File: config.mk
export PLATFORM = sky130hd
export DESIGN_NAME = vlen_setup_unit
export DESIGN_NICKNAME = d
export VERILOG_FILES = /design/src/rtl/vls_pkg.sv /design/src/rtl/vls_decode.sv /design/src/rtl/vls_len_calc.sv /design/src/rtl/vls_state_reg.sv /design/src/rtl/vlen_setup_unit.sv
export SDC_FILE = /design/constraint.sdc
export NUM_CORES = 1
export LEC_CHECK = 0
export BUFFER_PORTS_ARGS = -buffer_cell sky130_fd_sc_hd__buf_4
export CORE_MARGIN = 2
export CORE_UTILIZATION = 40
export CTS_CLUSTER_SIZE = 25
export DETAILED_ROUTE_END_ITERATION = 7
export MAX_ROUTING_LAYER = met4
export PLACE_DENSITY = 0.78
export SYNTH_ARGS = -nofsm -noshare
export SYNTH_HDL_FRONTEND = slang
export SYNTH_SLANG_ARGS = --single-unit
File: constraint.sdc
create_clock -name clk -period 3.4 [get_ports clk]
set_clock_uncertainty 0.2 [all_clocks]
set_input_delay 0.17 -clock clk [delete_from_list [all_inputs] [get_ports clk]]
set_output_delay 0.17 -clock clk [all_outputs]
set_load 0.01 [all_outputs]
File: src/rtl/vls_pkg.sv
// Package: shared mode encoding for the vector length setup unit.
// Assumes the 12-bit control field with bit 11 selecting loop / one-off
// behaviour and bit 0 selecting the sub-variant.
package vls_pkg;

    localparam int CTRL_W = 12;
    localparam int IDX_W  = 5;

    typedef enum logic [2:0] {
        VM_NONE      = 3'd0,
        VM_LOOP_IMM  = 3'd1,
        VM_LOOP_REG  = 3'd2,
        VM_ONE_SET   = 3'd3,
        VM_ONE_TRUNC = 3'd4
    } vl_mode_e;

endpackage

File: src/rtl/vls_decode.sv
// Module: vls_decode
// Splits the length-control field into mode, immediate, source and
// destination register indices, and classifies the request as acting,
// illegal or neutral. Purely combinational.
// Assumes: field is meaningful only while ins_valid is high.
module vls_decode
    import vls_pkg::*;
(
    input  logic                ins_valid,
    input  logic [CTRL_W-1:0]   ins_ctrl,
    input  logic                cfg_len_en,
    output vl_mode_e            mode,
    output logic [IDX_W-1:0]    imm,
    output logic [IDX_W-1:0]    src_idx,
    output logic [IDX_W-1:0]    dst_idx,
    output logic                act,
    output logic                bad
);

    logic nonzero;

    // Field slicing
    assign imm     = ins_ctrl[5:1];
    assign src_idx = ins_ctrl[5:1];
    assign dst_idx = ins_ctrl[10:6];
    assign nonzero = |ins_ctrl;

    // Mode selection from bits 11 and 0
    always_comb begin
        if (!nonzero)
            mode = VM_NONE;
        else if (!ins_ctrl[11])
            mode = ins_ctrl[0] ? VM_LOOP_REG : VM_LOOP_IMM;
        else
            mode = ins_ctrl[0] ? VM_ONE_TRUNC : VM_ONE_SET;
    end

    // Legality: disabled override or register mode naming x0
    always_comb begin
        bad = 1'b0;
        if (ins_valid && nonzero) begin
            if (!cfg_len_en)
                bad = 1'b1;
            else if (mode == VM_LOOP_REG && src_idx == '0)
                bad = 1'b1;
        end
    end

    assign act = ins_valid && nonzero && !bad;

endmodule

File: src/rtl/vls_len_calc.sv
// Module: vls_len_calc
// Computes the next MAXVL and VL for a decoded mode from the current
// values, the immediate and the scalar register value. Combinational.
// Assumes: LEN_W >= IDX_W + 1 so that immediate + 1 always fits,
// and XLEN >= LEN_W.
module vls_len_calc
    import vls_pkg::*;
#(
    parameter int XLEN  = 64,
    parameter int LEN_W = 6
) (
    input  vl_mode_e            mode,
    input  logic [IDX_W-1:0]    imm,
    input  logic [XLEN-1:0]     rs_data,
    input  logic [LEN_W-1:0]    cur_max,
    input  logic [LEN_W-1:0]    cur_vl,
    output logic [LEN_W-1:0]    new_max,
    output logic [LEN_W-1:0]    new_vl,
    output logic                changed
);

    localparam int PAD_W = XLEN - LEN_W;

    logic [LEN_W-1:0] imm_p1;
    logic [LEN_W-1:0] imm_clamped;
    logic [LEN_W-1:0] reg_clamped;
    logic [LEN_W-1:0] trunc_vl;
    logic [XLEN-1:0]  max_wide;

    // Immediate plus one, widened to the length field
    assign imm_p1 = LEN_W'(imm) + LEN_W'(1);

    // Full-width comparison of register value against MAXVL
    assign max_wide    = {{PAD_W{1'b0}}, cur_max};
    assign reg_clamped = (rs_data > max_wide) ? cur_max : rs_data[LEN_W-1:0];

    // Immediate loop length limited by the current MAXVL
    assign imm_clamped = (imm_p1 > cur_max) ? cur_max : imm_p1;

    // Current VL trimmed to the new maximum
    assign trunc_vl = (cur_vl > imm_p1) ? imm_p1 : cur_vl;

    // Mode multiplexer for the next limits
    always_comb begin
        new_max = cur_max;
        new_vl  = cur_vl;
        unique case (mode)
            VM_LOOP_IMM:  new_vl = imm_clamped;
            VM_LOOP_REG:  new_vl = reg_clamped;
            VM_ONE_SET: begin
                new_max = imm_p1;
                new_vl  = imm_p1;
            end
            VM_ONE_TRUNC: begin
                new_max = imm_p1;
                new_vl  = trunc_vl;
            end
            default: ;
        endcase
    end

    assign changed = (new_max != cur_max) || (new_vl != cur_vl);

endmodule

File: src/rtl/vls_state_reg.sv
// Module: vls_state_reg
// Holds the local length state word, applies instruction updates or
// state writes, and registers the writeback and illegal outputs.
// Assumes: an instruction present in a cycle takes priority over a
// state write; illegal requests never modify the state.
module vls_state_reg
    import vls_pkg::*;
#(
    parameter int LEN_W = 6
) (
    input  logic                    clk,
    input  logic                    rst_n,
    input  logic                    cfg_len_en,
    input  logic                    ins_valid,
    input  logic                    ins_act,
    input  logic                    ins_bad,
    input  logic                    len_changed,
    input  logic [LEN_W-1:0]        new_max,
    input  logic [LEN_W-1:0]        new_vl,
    input  logic [IDX_W-1:0]        dst_idx,
    input  logic                    csr_we,
    input  logic [4*LEN_W+7:0]      csr_wdata,
    output logic [4*LEN_W+7:0]      state_q,
    output logic [LEN_W-1:0]        cur_max,
    output logic [LEN_W-1:0]        cur_vl,
    output logic                    wb_valid,
    output logic [IDX_W-1:0]        wb_idx,
    output logic [LEN_W-1:0]        wb_len,
    output logic                    illegal
);

    localparam int ST_W    = 4*LEN_W + 8;
    localparam int O_MAX   = 0;
    localparam int O_VL    = LEN_W;
    localparam int O_SRC   = 2*LEN_W;
    localparam int O_DST   = 3*LEN_W;
    localparam int O_SUB   = 4*LEN_W;
    localparam int O_DSV   = 4*LEN_W + 2;
    localparam int O_RSV   = 4*LEN_W + 4;

    logic [ST_W-1:0]  st_d;
    logic             wbv_d;
    logic             ill_d;
    logic             csr_bad;
    logic [LEN_W-1:0] w_max;
    logic [LEN_W-1:0] w_vl;

    assign cur_max = state_q[O_MAX +: LEN_W];
    assign cur_vl  = state_q[O_VL  +: LEN_W];
    assign w_max   = csr_wdata[O_MAX +: LEN_W];
    assign w_vl    = csr_wdata[O_VL  +: LEN_W];

    // Legality of a state write: reserved bits, VL bound, unsupported fields
    always_comb begin
        csr_bad = 1'b0;
        if (|csr_wdata[O_RSV +: 4])
            csr_bad = 1'b1;
        else if (w_vl > w_max)
            csr_bad = 1'b1;
        else if (!cfg_len_en && (|csr_wdata[O_SUB-1:0]))
            csr_bad = 1'b1;
    end

    // Next-state selection with instruction priority
    always_comb begin
        st_d  = state_q;
        wbv_d = 1'b0;
        ill_d = 1'b0;
        if (ins_valid) begin
            if (ins_bad) begin
                ill_d = 1'b1;
            end else if (ins_act) begin
                st_d[O_MAX +: LEN_W] = new_max;
                st_d[O_VL  +: LEN_W] = new_vl;
                if (len_changed) begin
                    st_d[O_SRC +: LEN_W] = '0;
                    st_d[O_DST +: LEN_W] = '0;
                    st_d[O_DSV +: 2]     = '0;
                end
                wbv_d = (dst_idx != '0);
            end
        end else if (csr_we) begin
            if (csr_bad)
                ill_d = 1'b1;
            else
                st_d = csr_wdata;
        end
    end

    // State word register
    always_ff @(posedge clk) begin
        if (!rst_n)
            state_q <= '0;
        else
            state_q <= st_d;
    end

    // Writeback and illegal output registers
    always_ff @(posedge clk) begin
        if (!rst_n) begin
            wb_valid <= 1'b0;
            wb_idx   <= '0;
            wb_len   <= '0;
            illegal  <= 1'b0;
        end else begin
            wb_valid <= wbv_d;
            wb_idx   <= dst_idx;
            wb_len   <= new_vl;
            illegal  <= ill_d;
        end
    end


    rsv_zero_chk: assert property (@(posedge clk) disable iff (!rst_n)
        state_q[O_RSV +: 4] == 4'd0);


    vl_le_max_chk: assert property (@(posedge clk) disable iff (!rst_n)
        cur_vl <= cur_max);


    wb_src_chk: assert property (@(posedge clk) disable iff (!rst_n)
        wb_valid |-> $past(ins_valid));


    wb_nonzero_chk: assert property (@(posedge clk) disable iff (!rst_n)
        wb_valid |-> (wb_idx != '0));


    wb_data_chk: assert property (@(posedge clk) disable iff (!rst_n)
        wb_valid |-> (wb_len == cur_vl));


    ill_excl_chk: assert property (@(posedge clk) disable iff (!rst_n)
        illegal |-> !wb_valid);


    ill_hold_chk: assert property (@(posedge clk) disable iff (!rst_n)
        illegal |-> $stable(state_q));


    idle_hold_chk: assert property (@(posedge clk) disable iff (!rst_n)
        (!ins_valid && !csr_we) |=> $stable(state_q));

endmodule

File: src/rtl/vlen_setup_unit.sv
// Module: vlen_setup_unit
// Top level of the vector length setup unit: decodes the length-control
// field, computes new limits and keeps the local state word.
// Assumes: rs_data returns the register named by rs_idx in the same
// cycle; results appear one clock after the request.
module vlen_setup_unit
    import vls_pkg::*;
#(
    parameter int XLEN  = 64,
    parameter int LEN_W = 6
) (
    input  logic                    clk,
    input  logic                    rst_n,
    input  logic                    cfg_len_en,
    input  logic                    ins_valid,
    input  logic [11:0]             ins_ctrl,
    output logic [4:0]              rs_idx,
    input  logic [XLEN-1:0]         rs_data,
    input  logic                    csr_we,
    input  logic [4*LEN_W+7:0]      csr_wdata,
    output logic [4*LEN_W+7:0]      state_q,
    output logic                    wb_valid,
    output logic [4:0]              wb_idx,
    output logic [XLEN-1:0]         wb_data,
    output logic                    illegal
);

    localparam int PAD_W = XLEN - LEN_W;

    vl_mode_e          mode;
    logic [IDX_W-1:0]  imm;
    logic [IDX_W-1:0]  dst_idx;
    logic              act;
    logic              bad;
    logic [LEN_W-1:0]  cur_max;
    logic [LEN_W-1:0]  cur_vl;
    logic [LEN_W-1:0]  new_max;
    logic [LEN_W-1:0]  new_vl;
    logic              changed;
    logic [LEN_W-1:0]  wb_len;

    vls_decode u_dec (
        .ins_valid  (ins_valid),
        .ins_ctrl   (ins_ctrl),
        .cfg_len_en (cfg_len_en),
        .mode       (mode),
        .imm        (imm),
        .src_idx    (rs_idx),
        .dst_idx    (dst_idx),
        .act        (act),
        .bad        (bad)
    );

    vls_len_calc #(.XLEN(XLEN), .LEN_W(LEN_W)) u_calc (
        .mode    (mode),
        .imm     (imm),
        .rs_data (rs_data),
        .cur_max (cur_max),
        .cur_vl  (cur_vl),
        .new_max (new_max),
        .new_vl  (new_vl),
        .changed (changed)
    );

    vls_state_reg #(.LEN_W(LEN_W)) u_state (
        .clk         (clk),
        .rst_n       (rst_n),
        .cfg_len_en  (cfg_len_en),
        .ins_valid   (ins_valid),
        .ins_act     (act),
        .ins_bad     (bad),
        .len_changed (changed),
        .new_max     (new_max),
        .new_vl      (new_vl),
        .dst_idx     (dst_idx),
        .csr_we      (csr_we),
        .csr_wdata   (csr_wdata),
        .state_q     (state_q),
        .cur_max     (cur_max),
        .cur_vl      (cur_vl),
        .wb_valid    (wb_valid),
        .wb_idx      (wb_idx),
        .wb_len      (wb_len),
        .illegal     (illegal)
    );

    // Writeback value zero-extended to register width
    assign wb_data = {{PAD_W{1'b0}}, wb_len};

endmodule

==> run_results.csv <==
group,metric,value,unit
detailed_routing,vias_per_cell,5.37,
global_routing,antenna_found_initial,0,
cells_and_area,drive_gt1_frac,0.342,
sta,drv_slew,0,
setup_path,cp_max_fo,14,
sta,fmax,308,MHz
sta,worstMarginPinSlew,0.708,ns
synth,seq_area_frac_synth,0.244,
place,hpwl,10700,µm
clock_network,clk_path_buf_depth,2,
clock_network,htree_num_levels,2,
clock_network,clock_latency,0.30,ns
setup_path,cp.arrival,3.28,ns
clock_network,path_clk_slew,0.10,ns
synth,ys_seq_elements,45,
sta,setup_violations,0,
hold_path,hold_class,"input port to flop",
setup_path,crit_path_end_kind,"flop",
sta,finalCriticalPeriod,3.25,ns
synth,synthesis.area,3700,µm²
synth,synth_edf_count,0,
floorplanning,coreArea,9110,µm²
detailed_routing,drt-total-wl,13800,µm
clock_network,tritoncts.num_buffers,5,
floorplanning,rows,35,
setup_path,worst-setup-path-type,"flop to flop",
power_and_ir_drop,power.leakage,2.72,nW
synth,avgSynthCellArea,8.11,µm²
power_and_ir_drop,pwr_density_cell,259,nW/µm²
detailed_routing,drtPass1Iterations,8,
detailed_routing,drt_iter0_drc,329,
synth,synth_top_flop_cell,"dfxtp_1",
floorplanning,start_util,0.406,
global_routing,grt_overflow,0,
floorplanning,dieArea,10000,µm²
clock_network,cts_tree,"built",
floorplanning,die_w,100,µm
clock_network,cts_root_buf,"clkbuf_8",
place,place_area,5050,µm²
sta,fin_crit_sh,0.955,
global_routing,grt_max_degree,33,
detailed_routing,post-route-drc-count,0,
setup_path,cp-start-kind,"flop",
sta,finalWorstSetupSlack,0.153,ns
cells_and_area,num_antenna_cells,0,
place,numPortBuffers,162,
power_and_ir_drop,ir_drop,0.249,mV
outcome,status,"complete, no violations",
sta,finalHoldViolations,0,
detailed_routing,wl_per_cell,17.2,µm
place,place_congestion,0.985,
synth,ys_warn_count,0,
sta,whs,0.0134,ns
floorplanning,die_h,100,µm
global_routing,grt_first_pass_wirelength,21200,µm
cells_and_area,layout.nets,829,
global_routing,grt_usage,0.275,
synth,async_flop_share,0,
detailed_routing,antenna_left,0,
floorplanning,io_pins,221,
synth,syn_inst,456,
clock_network,clkSinkCount,45,
synth,ys_types,66,
cells_and_area,stdcell_area,5610,µm²
place,place_ws,-0.211,ns
sta,slew_headroom,0.525,
global_routing,grt_pass1_vias,4187,
detailed_routing,num_vias,4304,
flow_run,maxCapViolCount,0,
setup_path,worstPathRequired,3.43,ns
cells_and_area,syn_to_final_growth,51.7,%
sta,fin_setup_tns,0,ns
worst max-delay path: stages (launching register included):
cell	delay, ns
dfxtp_1	0.34
inv_1	0.10
ha_1	0.30
a2111o_1	0.47
a2111oi_4	0.28
o21ai_4	0.18
mux2i_1	0.24
a221oi_2	0.34
and4_4	0.27
buf_12	0.13
nand4_1	0.12
a21oi_2	0.16
layout by cell type (no fill, tap or decap), types with 6 or more instances in the layout:
cell,count
nor2b_1,7
and3_1,20
ha_1,27
mux2i_1,8
nor3_1,6
nor4_1,21
nor2_1,27
o21ai_0,9
a222oi_1,8
dfxtp_1,45
conb_1,58
nand2_1,25
inv_1,27
buf_4,207
a21oi_1,38
nand4_1,26
dlygate4sd3_1,40
nand3_1,8
metrics by stage:
step,cells,power [mW],util
CTS,800,1.44,0.610
global placement,752,0.985,0.554
floorplan,513,0.818,-
finish,801,1.45,0.616
detailed placement,752,0.992,0.554
global route,801,1.52,0.616
synth_stat cells (4+ instances only):
| master | count | area share |
|---|---|---|
| nand2_1 | 26 | 0.026 |
| mux2i_1 | 8 | 0.022 |
| nor3_1 | 6 | 0.0081 |
| a21oi_1 | 41 | 0.056 |
| a221oi_1 | 5 | 0.012 |
| buf_4 | 63 | 0.13 |
| o21ai_0 | 9 | 0.012 |
| nor4_1 | 21 | 0.036 |
| nor2_1 | 27 | 0.027 |
| a222oi_1 | 8 | 0.022 |
| xnor2_1 | 4 | 0.0095 |
| and2_1 | 5 | 0.0085 |
| dfxtp_1 | 45 | 0.24 |
| and3_1 | 20 | 0.034 |
| nand4_1 | 26 | 0.044 |
| ha_1 | 27 | 0.091 |
| nand3_1 | 8 | 0.011 |
| clkbuf_1 | 11 | 0.011 |
| inv_1 | 27 | 0.027 |
| nor2b_1 | 7 | 0.012 |
flip-flops by register name, summed over array words and instances (netlist names):
signal	flops
u_state.wb_len	6
u_state.state_q	32
u_state.wb_idx	5
u_state.wb_valid	1
u_state.illegal	1
worst paths after layout:
| check | from | to | slack [ns] | cells past startpoint |
|---|---|---|---|---|
| min | csr_wdata[13] | u_state.state_q[13]$_SDFFE_PN0P_ | 0.01 | 3 |
| max reg2reg | u_state.state_q[5]$_SDFFE_PN0P_ | u_state.state_q[13]$_SDFFE_PN0P_ | 0.15 | 11 |
| min reg2reg | u_state.state_q[29]$_SDFFE_PN0P_ | u_state.state_q[29]$_SDFFE_PN0P_ | 0.29 | 1 |
| max | u_state.state_q[5]$_SDFFE_PN0P_ | u_state.state_q[13]$_SDFFE_PN0P_ | 0.15 | 11 |
power breakdown:
part | internal, mW | switching (mW)
sequential | 0.539 | 0.00698
clock | 0.221 | 0.195
combinational | 0.249 | 0.243
total | 1.01 | 0.445
layout make-up:
class / instances / area, µm²
clock buffer: 6 / 72.6
clock inverter: 2 / 38.8
fill: 798 / 3500
inverter: 28 / 105
multi-input combinational: 361 / 2380
sequential: 45 / 901
tap: 111 / 139
timing repair buffer: 248 / 1970
metal layers:
layer	global-route usage	vias up	routed length, µm
met4	0.0569	0	200
met1	0.351	2006	5730
met3	0.0404	18	1120
li1	-	2037	-
met2	0.463	243	6710
met5	-	-	0
logic make-up after synthesis:
| logic type | Yosys count | share of synthesized area |
|---|---|---|
| buffers and inverters | 107 | 0.184 |
| other | 1 | 0.00101 |
| flip-flops | 45 | 0.244 |
| multiplexers | 10 | 0.0288 |
| adder cells (fa/ha/maj) | 27 | 0.0914 |
| AND/OR/NAND/NOR | 157 | 0.234 |
| AO/OA/AOI/OAI | 102 | 0.200 |
| XOR/XNOR | 7 | 0.0166 |
timing repair:
item                                    in CTS  in global routing
resized for setup                            0                  9
endpoints found under the setup margin       0                 14
hold endpoints to repair                    37                  0
hold buffers                                40                  0
buffers inserted                             0                  1
(Power assumes the default switching activity.)
